===== src/rtl/acs_pkg.sv =====
package acs_pkg;
    localparam int WORD_W   = 18;
    localparam int ADDR_W   = 15;
    localparam int FIELD_W  = 12;
    localparam int CORE_W   = ADDR_W - FIELD_W;
    localparam int IBIT_POS = 12;
    localparam int OP_W     = 5;
    localparam logic [OP_W-1:0] OP_NO_IND = 5'b00111;

    typedef enum logic [1:0] {
        POL_NEVER  = 2'd0,
        POL_IBIT   = 2'd1,
        POL_ALWAYS = 2'd2
    } pol_e;

    typedef enum logic [1:0] {
        ST_IDLE,
        ST_INDEX,
        ST_READ,
        ST_DONE
    } st_e;

    typedef struct packed {
        logic defer;
        logic index;
        logic idx_first;
    } plan_t;

    function automatic logic pol_hit(input logic [1:0] p, input logic ib);
        return (p == POL_ALWAYS) || ((p == POL_IBIT) && ib);
    endfunction

    function automatic logic [ADDR_W-1:0] join_addr(input logic [CORE_W-1:0] c,
                                                     input logic [FIELD_W-1:0] f);
        return {c, f};
    endfunction
endpackage


===== src/rtl/acs_plan.sv =====
module acs_plan
    import acs_pkg::*;
(
    input  logic [WORD_W-1:0] instr,
    input  logic [1:0]        defer_pol,
    input  logic [1:0]        index_pol,
    input  logic              index_first,
    input  logic              is_jump,
    output plan_t             plan
);
    logic ib;

    always_comb begin
        ib = instr[IBIT_POS] && (instr[WORD_W-1 -: OP_W] != OP_NO_IND);
        if (is_jump) begin
            plan.defer     = ib;
            plan.index     = 1'b0;
            plan.idx_first = 1'b0;
        end else begin
            plan.defer     = pol_hit(defer_pol, ib);
            plan.index     = pol_hit(index_pol, ib);
            plan.idx_first = index_first;
        end
    end
endmodule


===== src/rtl/acs_defer_ctr.sv =====
module acs_defer_ctr #(
    parameter  int MAX_DEFER = 8,
    localparam int CNT_W     = $clog2(MAX_DEFER + 1)
) (
    input  logic             clk,
    input  logic             rst,
    input  logic             clr,
    input  logic             inc,
    output logic [CNT_W-1:0] count,
    output logic             last
);
    always_ff @(posedge clk) begin
        if (rst || clr) count <= '0;
        else if (inc)   count <= count + 1'b1;
    end

    assign last = (count == CNT_W'(MAX_DEFER - 1));
endmodule


===== src/rtl/addr_chain_seq.sv =====
module addr_chain_seq
    import acs_pkg::*;
#(
    parameter  int MAX_DEFER = 8,
    localparam int CNT_W     = $clog2(MAX_DEFER + 1)
) (
    input  logic              clk,
    input  logic              rst,
    input  logic              start,
    input  logic [17:0]       instr,
    input  logic [2:0]        cur_core,
    input  logic              ext_mode,
    input  logic [1:0]        defer_pol,
    input  logic [1:0]        index_pol,
    input  logic              index_first,
    input  logic              is_jump,
    output logic              mem_rd,
    output logic [14:0]       mem_addr,
    input  logic              mem_ready,
    input  logic [17:0]       mem_data,
    output logic              idx_req,
    output logic [14:0]       idx_operand,
    input  logic [14:0]       idx_sum,
    output logic              done,
    output logic              err,
    output logic [14:0]       eff_addr,
    output logic [CNT_W-1:0]  defer_count
);
    st_e                state;
    logic [ADDR_W-1:0]  ptr;
    logic [CORE_W-1:0]  chain_core;
    logic [CORE_W-1:0]  home_core;
    logic               ext_q;
    logic               read_next;
    logic               index_after;
    logic               err_q;
    plan_t              plan;
    logic               accept;
    logic               ctr_inc;
    logic               ctr_last;
    logic               chain_more;
    logic [FIELD_W-1:0] fld;
    logic [ADDR_W-1:0]  tail_ptr;
    logic [ADDR_W-1:0]  idx_in_ptr;

    acs_plan u_plan (
        .instr       (instr),
        .defer_pol   (defer_pol),
        .index_pol   (index_pol),
        .index_first (index_first),
        .is_jump     (is_jump),
        .plan        (plan)
    );

    assign accept  = (state == ST_IDLE) && start;
    assign ctr_inc = (state == ST_READ) && mem_ready;

    acs_defer_ctr #(.MAX_DEFER(MAX_DEFER)) u_ctr (
        .clk   (clk),
        .rst   (rst),
        .clr   (accept),
        .inc   (ctr_inc),
        .count (defer_count),
        .last  (ctr_last)
    );

    always_comb begin
        fld        = instr[FIELD_W-1:0];
        chain_more = mem_data[IBIT_POS] && !ext_q;
        tail_ptr   = ext_q ? mem_data[ADDR_W-1:0]
                           : join_addr(chain_core, mem_data[FIELD_W-1:0]);
        idx_in_ptr = ext_q ? mem_data[ADDR_W-1:0]
                           : join_addr(home_core, mem_data[FIELD_W-1:0]);
    end

    always_ff @(posedge clk) begin
        if (rst) begin
            state       <= ST_IDLE;
            ptr         <= '0;
            chain_core  <= '0;
            home_core   <= '0;
            ext_q       <= 1'b0;
            read_next   <= 1'b0;
            index_after <= 1'b0;
            err_q       <= 1'b0;
        end else begin
            unique case (state)
                ST_IDLE: begin
                    if (start) begin
                        home_core   <= cur_core;
                        chain_core  <= cur_core;
                        ext_q       <= ext_mode;
                        err_q       <= 1'b0;
                        index_after <= plan.index && plan.defer && !plan.idx_first;
                        if (plan.index && (plan.idx_first || !plan.defer)) begin
                            ptr       <= ext_mode ? join_addr('0, fld)
                                                  : join_addr(cur_core, fld);
                            read_next <= plan.defer;
                            state     <= ST_INDEX;
                        end else begin
                            ptr   <= join_addr(cur_core, fld);
                            state <= plan.defer ? ST_READ : ST_DONE;
                        end
                    end
                end
                ST_INDEX: begin
                    ptr        <= idx_sum;
                    chain_core <= idx_sum[ADDR_W-1 -: CORE_W];
                    read_next  <= 1'b0;
                    state      <= read_next ? ST_READ : ST_DONE;
                end
                ST_READ: begin
                    if (mem_ready) begin
                        if (chain_more) begin
                            if (ctr_last) begin
                                err_q <= 1'b1;
                                state <= ST_DONE;
                            end else begin
                                ptr <= join_addr(chain_core, mem_data[FIELD_W-1:0]);
                            end
                        end else if (index_after) begin
                            ptr         <= idx_in_ptr;
                            index_after <= 1'b0;
                            state       <= ST_INDEX;
                        end else begin
                            ptr   <= tail_ptr;
                            state <= ST_DONE;
                        end
                    end
                end
                ST_DONE: state <= ST_IDLE;
                default: state <= ST_IDLE;
            endcase
        end
    end

    assign mem_rd      = (state == ST_READ);
    assign mem_addr    = ptr;
    assign idx_req     = (state == ST_INDEX);
    assign idx_operand = ptr;
    assign done        = (state == ST_DONE);
    assign err         = done && err_q;
    assign eff_addr    = ptr;
endmodule


===== config.mk =====
export PLATFORM = sky130hd
export DESIGN_NAME = addr_chain_seq
export DESIGN_NICKNAME = d
export VERILOG_FILES = /design/src/rtl/acs_pkg.sv /design/src/rtl/acs_plan.sv /design/src/rtl/acs_defer_ctr.sv /design/src/rtl/addr_chain_seq.sv
export SDC_FILE = /design/constraint.sdc
export NUM_CORES = 1
export LEC_CHECK = 0
export BUFFER_PORTS_ARGS = -buffer_cell sky130_fd_sc_hd__buf_4
export CORE_MARGIN = 5
export CORE_UTILIZATION = 40
export DETAILED_ROUTE_END_ITERATION = 7
export PLACE_DENSITY = 0.76
export SYNTH_ARGS = -nofsm -noshare
export SYNTH_HDL_FRONTEND = slang
export SYNTH_HIERARCHICAL = 1
export SYNTH_SLANG_ARGS = --single-unit

===== constraint.sdc =====
create_clock -name clk -period 1.8 [get_ports clk]
set_input_delay 0.18 -clock clk [delete_from_list [all_inputs] [get_ports clk]]
set_output_delay 0.18 -clock clk [all_outputs]
set_load 0.02 [all_outputs]

Word-level counts from Yosys, hierarchy flattened
Cells that the tools add are included.
{"block": "word_totals", "ff_bits": 31, "out_inout_bits": 53, "inputBits": 65, "wordCells": 89}
{"block": "classes", "n_reduce_logical": 28, "muxes": 34, "addsub": 1, "eq_ne": 17}
{"operator": "$mux W15", "count": 9}
{"operator": "$pmux W15 S3", "count": 1}
{"operator": "$mux W2", "count": 6}
{"operator": "$mux W1", "count": 11}
{"operator": "$logic_and A1 B1 Y1", "count": 10}
{"operator": "$eq A2 B2 Y1 const B", "count": 4}
{"operator": "$ne A2 B1 Y1 const B", "count": 4}
{"operator": "$pmux W2 S4", "count": 1}
{"operator": "$reduce_and A4 Y1", "count": 2}
{"operator": "$eq A2 B1 Y1 const B", "count": 3}
{"operator": "$mux W3", "count": 2}
{"operator": "$ne A3 B3 Y1 const B", "count": 2}
{"operator": "$pmux W1 S2", "count": 3}
{"operator": "$pmux W3 S2", "count": 1}
{"operator": "$reduce_and A3 Y1", "count": 2}
{"operator": "$ne A5 B3 Y1 const B", "count": 1}
{"operator": "$reduce_and A5 Y1", "count": 1}
{"operator": "$add A4 B1 Y4 const B", "count": 1}
{"operator": "$eq A4 B3 Y1 const B", "count": 1}
{"operator": "$logic_or A1 B1 Y1", "count": 4}
{"operator": "$ne A2 B2 Y1 const B", "count": 2}
{"operator": "$reduce_and A2 Y1", "count": 2}
{"operator": "$reduce_bool A2 Y1", "count": 2}
{"operator": "$logic_not A1 Y1", "count": 3}
{"operator": "2 further kinds", "count": 2}

Logic depth before layout (Yosys ltp)
{"block": "logic_depth", "depth_word": 11, "depth_mapped": 9}

Hierarchy
The synthesis kept the hierarchy.
{"module": "addr_chain_seq", "cells_per_inst": 233, "seq_area_each_um2": 540.5, "n_inst": 1, "area_per_inst_um2": 1770.4}
{"module": "acs_defer_ctr", "cells_per_inst": 19, "seq_area_each_um2": 80.1, "n_inst": 1, "area_per_inst_um2": 185.2}
{"module": "acs_plan", "cells_per_inst": 11, "seq_area_each_um2": 0.0, "n_inst": 1, "area_per_inst_um2": 83.8}

Least setup slack after synthesis
OpenSTA, ideal clock, no wires.
{"block": "synth_path", "path_kind": "flip-flop to flip-flop", "from": "register state[0]", "to": "register u_ctr.count[3]", "setup_ns": 0.123, "path_buffers": 2, "arrival_time_ns": 1.695, "setup_slack_ns": -0.019, "path_stages_with_launch": 8, "cell_sequence": "dfxtp_1 -> inv_1 -> ha_1 -> buf_2 -> buf_1 -> and2_1 -> nand4_1 -> mux2_1"}
{"block": "synth_via", "elab_cells_between_ends": 5, "cone_classes": "1 x eq/ne; 4 x reduce/logical"}
{"element": "start, declared", "line": "addr_chain_seq.sv:29", "text": "st_e state;"}
{"element": "start signal, assigned", "line": "addr_chain_seq.sv:102", "text": "state <= plan.defer ? ST_READ : ST_DONE;"}
{"element": "start signal, assigned", "line": "addr_chain_seq.sv:110", "text": "state <= read_next ? ST_READ : ST_DONE;"}
{"element": "$eq A2 B2 Y1", "line": "addr_chain_seq.sv:56", "text": "assign ctr_inc = (state == ST_READ) && mem_ready;"}
{"element": "$logic_and A1 B1 Y1", "line": "addr_chain_seq.sv:56"}
{"element": "net ctr_inc", "line": "addr_chain_seq.sv:39", "text": "logic ctr_inc;"}
{"element": "end signal, assigned", "line": "acs_defer_ctr.sv:14", "text": "else if (inc) count <= count + 1'b1;"}
{"element": "end, declared", "line": "acs_defer_ctr.sv:9", "text": "output logic [CNT_W-1:0] count,"}
The timed path passes the listed nets, and every way through them passes these cells.
A chain may end at the register's enable or synchronous reset.

Worst setup path after layout
{"block": "layout_path", "from": "register state[0]", "to": "register ptr[13] (netlist: eff_addr[13])"}
{"block": "layout_via", "elab_chain_cells": 3, "elab_cells_between_ends": 9, "cone_classes": "5 x eq/ne; 1 x mux; 3 x reduce/logical"}
{"element": "$eq A2 B2 Y1, or another cell as far along", "line": "addr_chain_seq.sv:87", "text": "unique case (state)"}
{"element": "$ne A3 B3 Y1 (no source line), or another cell as far along"}
{"element": "$reduce_and A4 Y1 (no source line)"}
{"element": "end signal, assigned", "line": "addr_chain_seq.sv:96", "text": "ptr <= ext_mode ? join_addr('0, fld)"}
{"element": "end signal, assigned", "line": "addr_chain_seq.sv:101", "text": "ptr <= join_addr(cur_core, fld);"}
{"element": "end signal, assigned", "line": "addr_chain_seq.sv:107", "text": "ptr <= idx_sum;"}
{"element": "end, declared", "line": "addr_chain_seq.sv:30", "text": "logic [ADDR_W-1:0] ptr;"}
Several ways; a longest one is shown, not always the timed one.

==> impl_metrics.yaml <==
run_status:
  status: "finished clean"
critical_path:
  reg2reg_to: "eff_addr[13]"
  reg2regPathDepth: 7
  r2r_start: "state[0]"
  critPathSlowestCell: "or3_1"
  cp.arrival_ps: 1890
  crit_start: "state[0]"
  cp_max_fo: 6
  max_stage_delay_ps: 340
  cp-end-kind: "flip-flop"
  critPathBufInv: 2
  reg2reg_slack_ps: 120
  critPathTopFamily: "compound AO/OA/AOI/OAI gates"
  crit_path_cell_trace: "inv_1 > ha_4 > buf_4 > o21ai_0 > o311a_1 > or3_1 > a21oi_1"
  criticalPathCategory: "flip-flop to flip-flop"
  crit_path_start_kind: "flip-flop"
  worstPathRequired_ps: 2010
logic_synthesis:
  synth_cells: 263
  ys_ff_latch: 31
  synth_compound_area_share_pct: 24.5
  ys.flop_type: "dfxtp_1"
  synthArstFlopShare_pct: 0
  synth_mux_area_share_pct: 2.09
  synth_simple_gate_area_share_pct: 21.8
  synth_top_area_share_pct: 30.4
  synth.area.top_cells: "dfxtp_1, buf_4, a21oi_1"
  netlist_area_um2: 2040
  synth_xor_area_share_pct: 0.429
  synth_top_family_by_area: "compound AO/OA/AOI/OAI gates"
  synth_fa_ha_area_share_pct: 4.29
  yosysTopAreaCell: "dfxtp_1"
  ys_types: 46
  synth_edf_count: 0
  avgSynthCellArea_um2: 7.75
  synth_nets: 335
  yosys_warnings: 6
  seq_area_frac_synth_pct: 30.4
min_path:
  hold_path_depth: 3
  hp-class: "input pin to flip-flop"
  min-delay-start: "ext_mode"
  hold_end: "ext_q"
die:
  rows: 26
  ios: 118
  coreArea_um2: 5040
  die_w_um: 81.4
  fp.dieH_um: 81.4
  die_area_um2: 6630
  initial_core_util_pct: 40.4
clocking:
  cts-root-buf: "clkbuf_8"
  cts_max_path_buffers: 2
  cts_sinks: 31
  clock_latency_ps: 280
  h-tree-depth: 2
  holdBufCountCts: 0
  cts_tree: "done"
  numCtsBuffers: 5
  clkTransAtPathRegs_ps: 70
place:
  dp_hpwl_mm: 4.72
  gp_congestion: 0.893
  place_area_um2: 2830
  io_buffer_count: 114
power_and_ir_drop:
  switchingPower_mw: 2.21
  leakage_nw: 1.37
  clkPwrFrac_pct: 11.2
  p_per_area_nw_per_um2: 1650
  internal_power_mw: 2.65
  combinationalPowerShare_pct: 66.0
  switching_share_pct: 45.5
  irDropWorstVdd_mv: 0.667
  p_seq_share_pct: 22.8
sta:
  fmax_ghz: 0.595
  final-setup-viol-count: 0
  slew_headroom_pct: 75.5
  fin_crit_ps: 1680
  hold_violations: 0
  tightest_slew_ps: 358
  drv_slew: 0
  fin_crit_sh_pct: 93.4
  fin_skew_ps: 5.65
  finalSetupTns_ps: 0
drt:
  dr.pass1.iters: 4
  detail_route.wl_per_cell_um: 14.0
  final_antenna_net_count: 0
  vias_per_cell: 5.14
  vias: 2196
  drt-initial-drc-count: 75
  wl_mm: 5.97
  remaining_drc_errors: 0
grt:
  grt_pass1_wl_mm: 9.03
  grt_antenna_before_repair: 0
  gr-total-overflow: 0
  grt_pass1_vias: 1986
  grt_max_degree: 31
  grtUsageTotal_pct: 17.3
layout:
  diodes: 0
  layout-drive-gt1-share_pct: 42.3
  syn_to_final_growth_pct: 44.7
  final_common_cell: "buf_4"
  fillers: 467
  nets: 429
  design_area_um2: 2950
  final_cell_mix: "buf_4, nor2_1, dfxtp_1"
run:
  cap_violations: 0
power by group through the flow:
| stage | clock [mW] | sequential, mW | combinational [mW] |
|---|---|---|---|
| 4_1_cts | 0.566 | 1.10 | 3.16 |
| 3_5_place_dp | 0 | 1.11 | 3.15 |
| 5_1_grt | 0.602 | 1.14 | 3.50 |
| 3_3_place_gp | 0 | 1.10 | 3.12 |
| 2_1_floorplan | 0 | 1.25 | 2.09 |
| 6_report | 0.546 | 1.11 | 3.21 |
per-stage QoR:
step	total power, mW	setup WS [ps]	utilization (%)	hold WS [ps]	instances
after floorplan	3.34	49.0	-	316	263
after detailed placement	4.27	50.4	56.1	452	419
after global placement	4.22	79.7	56.1	448	419
final	4.86	118	58.5	161	427
after CTS	4.83	33.9	57.8	157	426
after global routing	5.25	-1.53	58.5	174	427
area by class of cell:
class,instances,area [µm²],area share [%]
inverter,10,37.5,1.27
timing repair buffer,132,1000,34.0
tap,70,87.6,2.97
clock buffer,6,82.6,2.80
multi-input combinational,177,1110,37.7
sequential,31,622,21.1
clock inverter,1,5.00,0.170
Yosys cell counts, types with 2 or more instances:
library cell,number
nor2_1,34
dfxtp_1,31
buf_4,30
a21oi_1,26
nand2_1,26
a211oi_1,15
a22oi_1,12
inv_1,10
ha_1,7
buf_2,6
clkbuf_1,6
nand2b_1,6
a311oi_1,3
nand3_1,3
nand4_1,3
nor3b_1,3
o21ai_0,3
or3_1,3
a311o_1,2
and2_1,2
buf_1,2
mux2i_1,2
nand4b_1,2
nor2b_1,2
o211ai_1,2
o32ai_1,2
worst max path at each step:
stage                     cells past startpoint            to  slack (ps)
after floorplan                               8  eff_addr[12]          50
after global placement                        7  eff_addr[13]          80
after detailed placement                      8   eff_addr[2]          50
after CTS                                     8   eff_addr[2]          30
after global routing                         10   eff_addr[0]          -2
final                                         7  eff_addr[13]         120
what timing repair did:
| item | 4_1_cts | 5_1_grt |
|---|---|---|
| resized for setup | 0 | 7 |
| endpoints found under the setup margin | 0 | 18 |
| buffers inserted | 0 | 1 |
cells by family (layout without fill, tap and decap cells):
logic type,count (synthesis),after routing
muxes,4,4
buffers and inverters,55,149
adders and majority gates,7,7
and+or+nand+nor,91,91
xor gates and xnor gates,1,1
AOI/OAI and AO/OA,74,74
DFF,31,31
flip-flops by register name, indices dropped and copies added, names as in the netlist:
register / count
chain_core: 3
eff_addr: 15
err_q: 1
ext_q: 1
home_core: 3
index_after: 1
read_next: 1
state: 2
u_ctr/count: 4
metal layers:
metal	vias up	wire, µm	share of wire [%]	GRT usage (%)
li1	1092	-	-	-
met1	1005	2350	39	19.7
met2	95	2950	49	31.9
met3	4	641	11	4.32
met4	0	31	0.52	4.05
met5	-	0	0	0
worst register-to-register path: cells and delay by family (launching register included):
kind                       cells  cell delay [ps]
adders and majority gates      1              190
buffers and inverters          2              290
DFF                            1              310
and+or+nand+nor                1              340
AOI/OAI and AO/OA              3              480
Note: power is estimated with default switching activity, not from simulation.
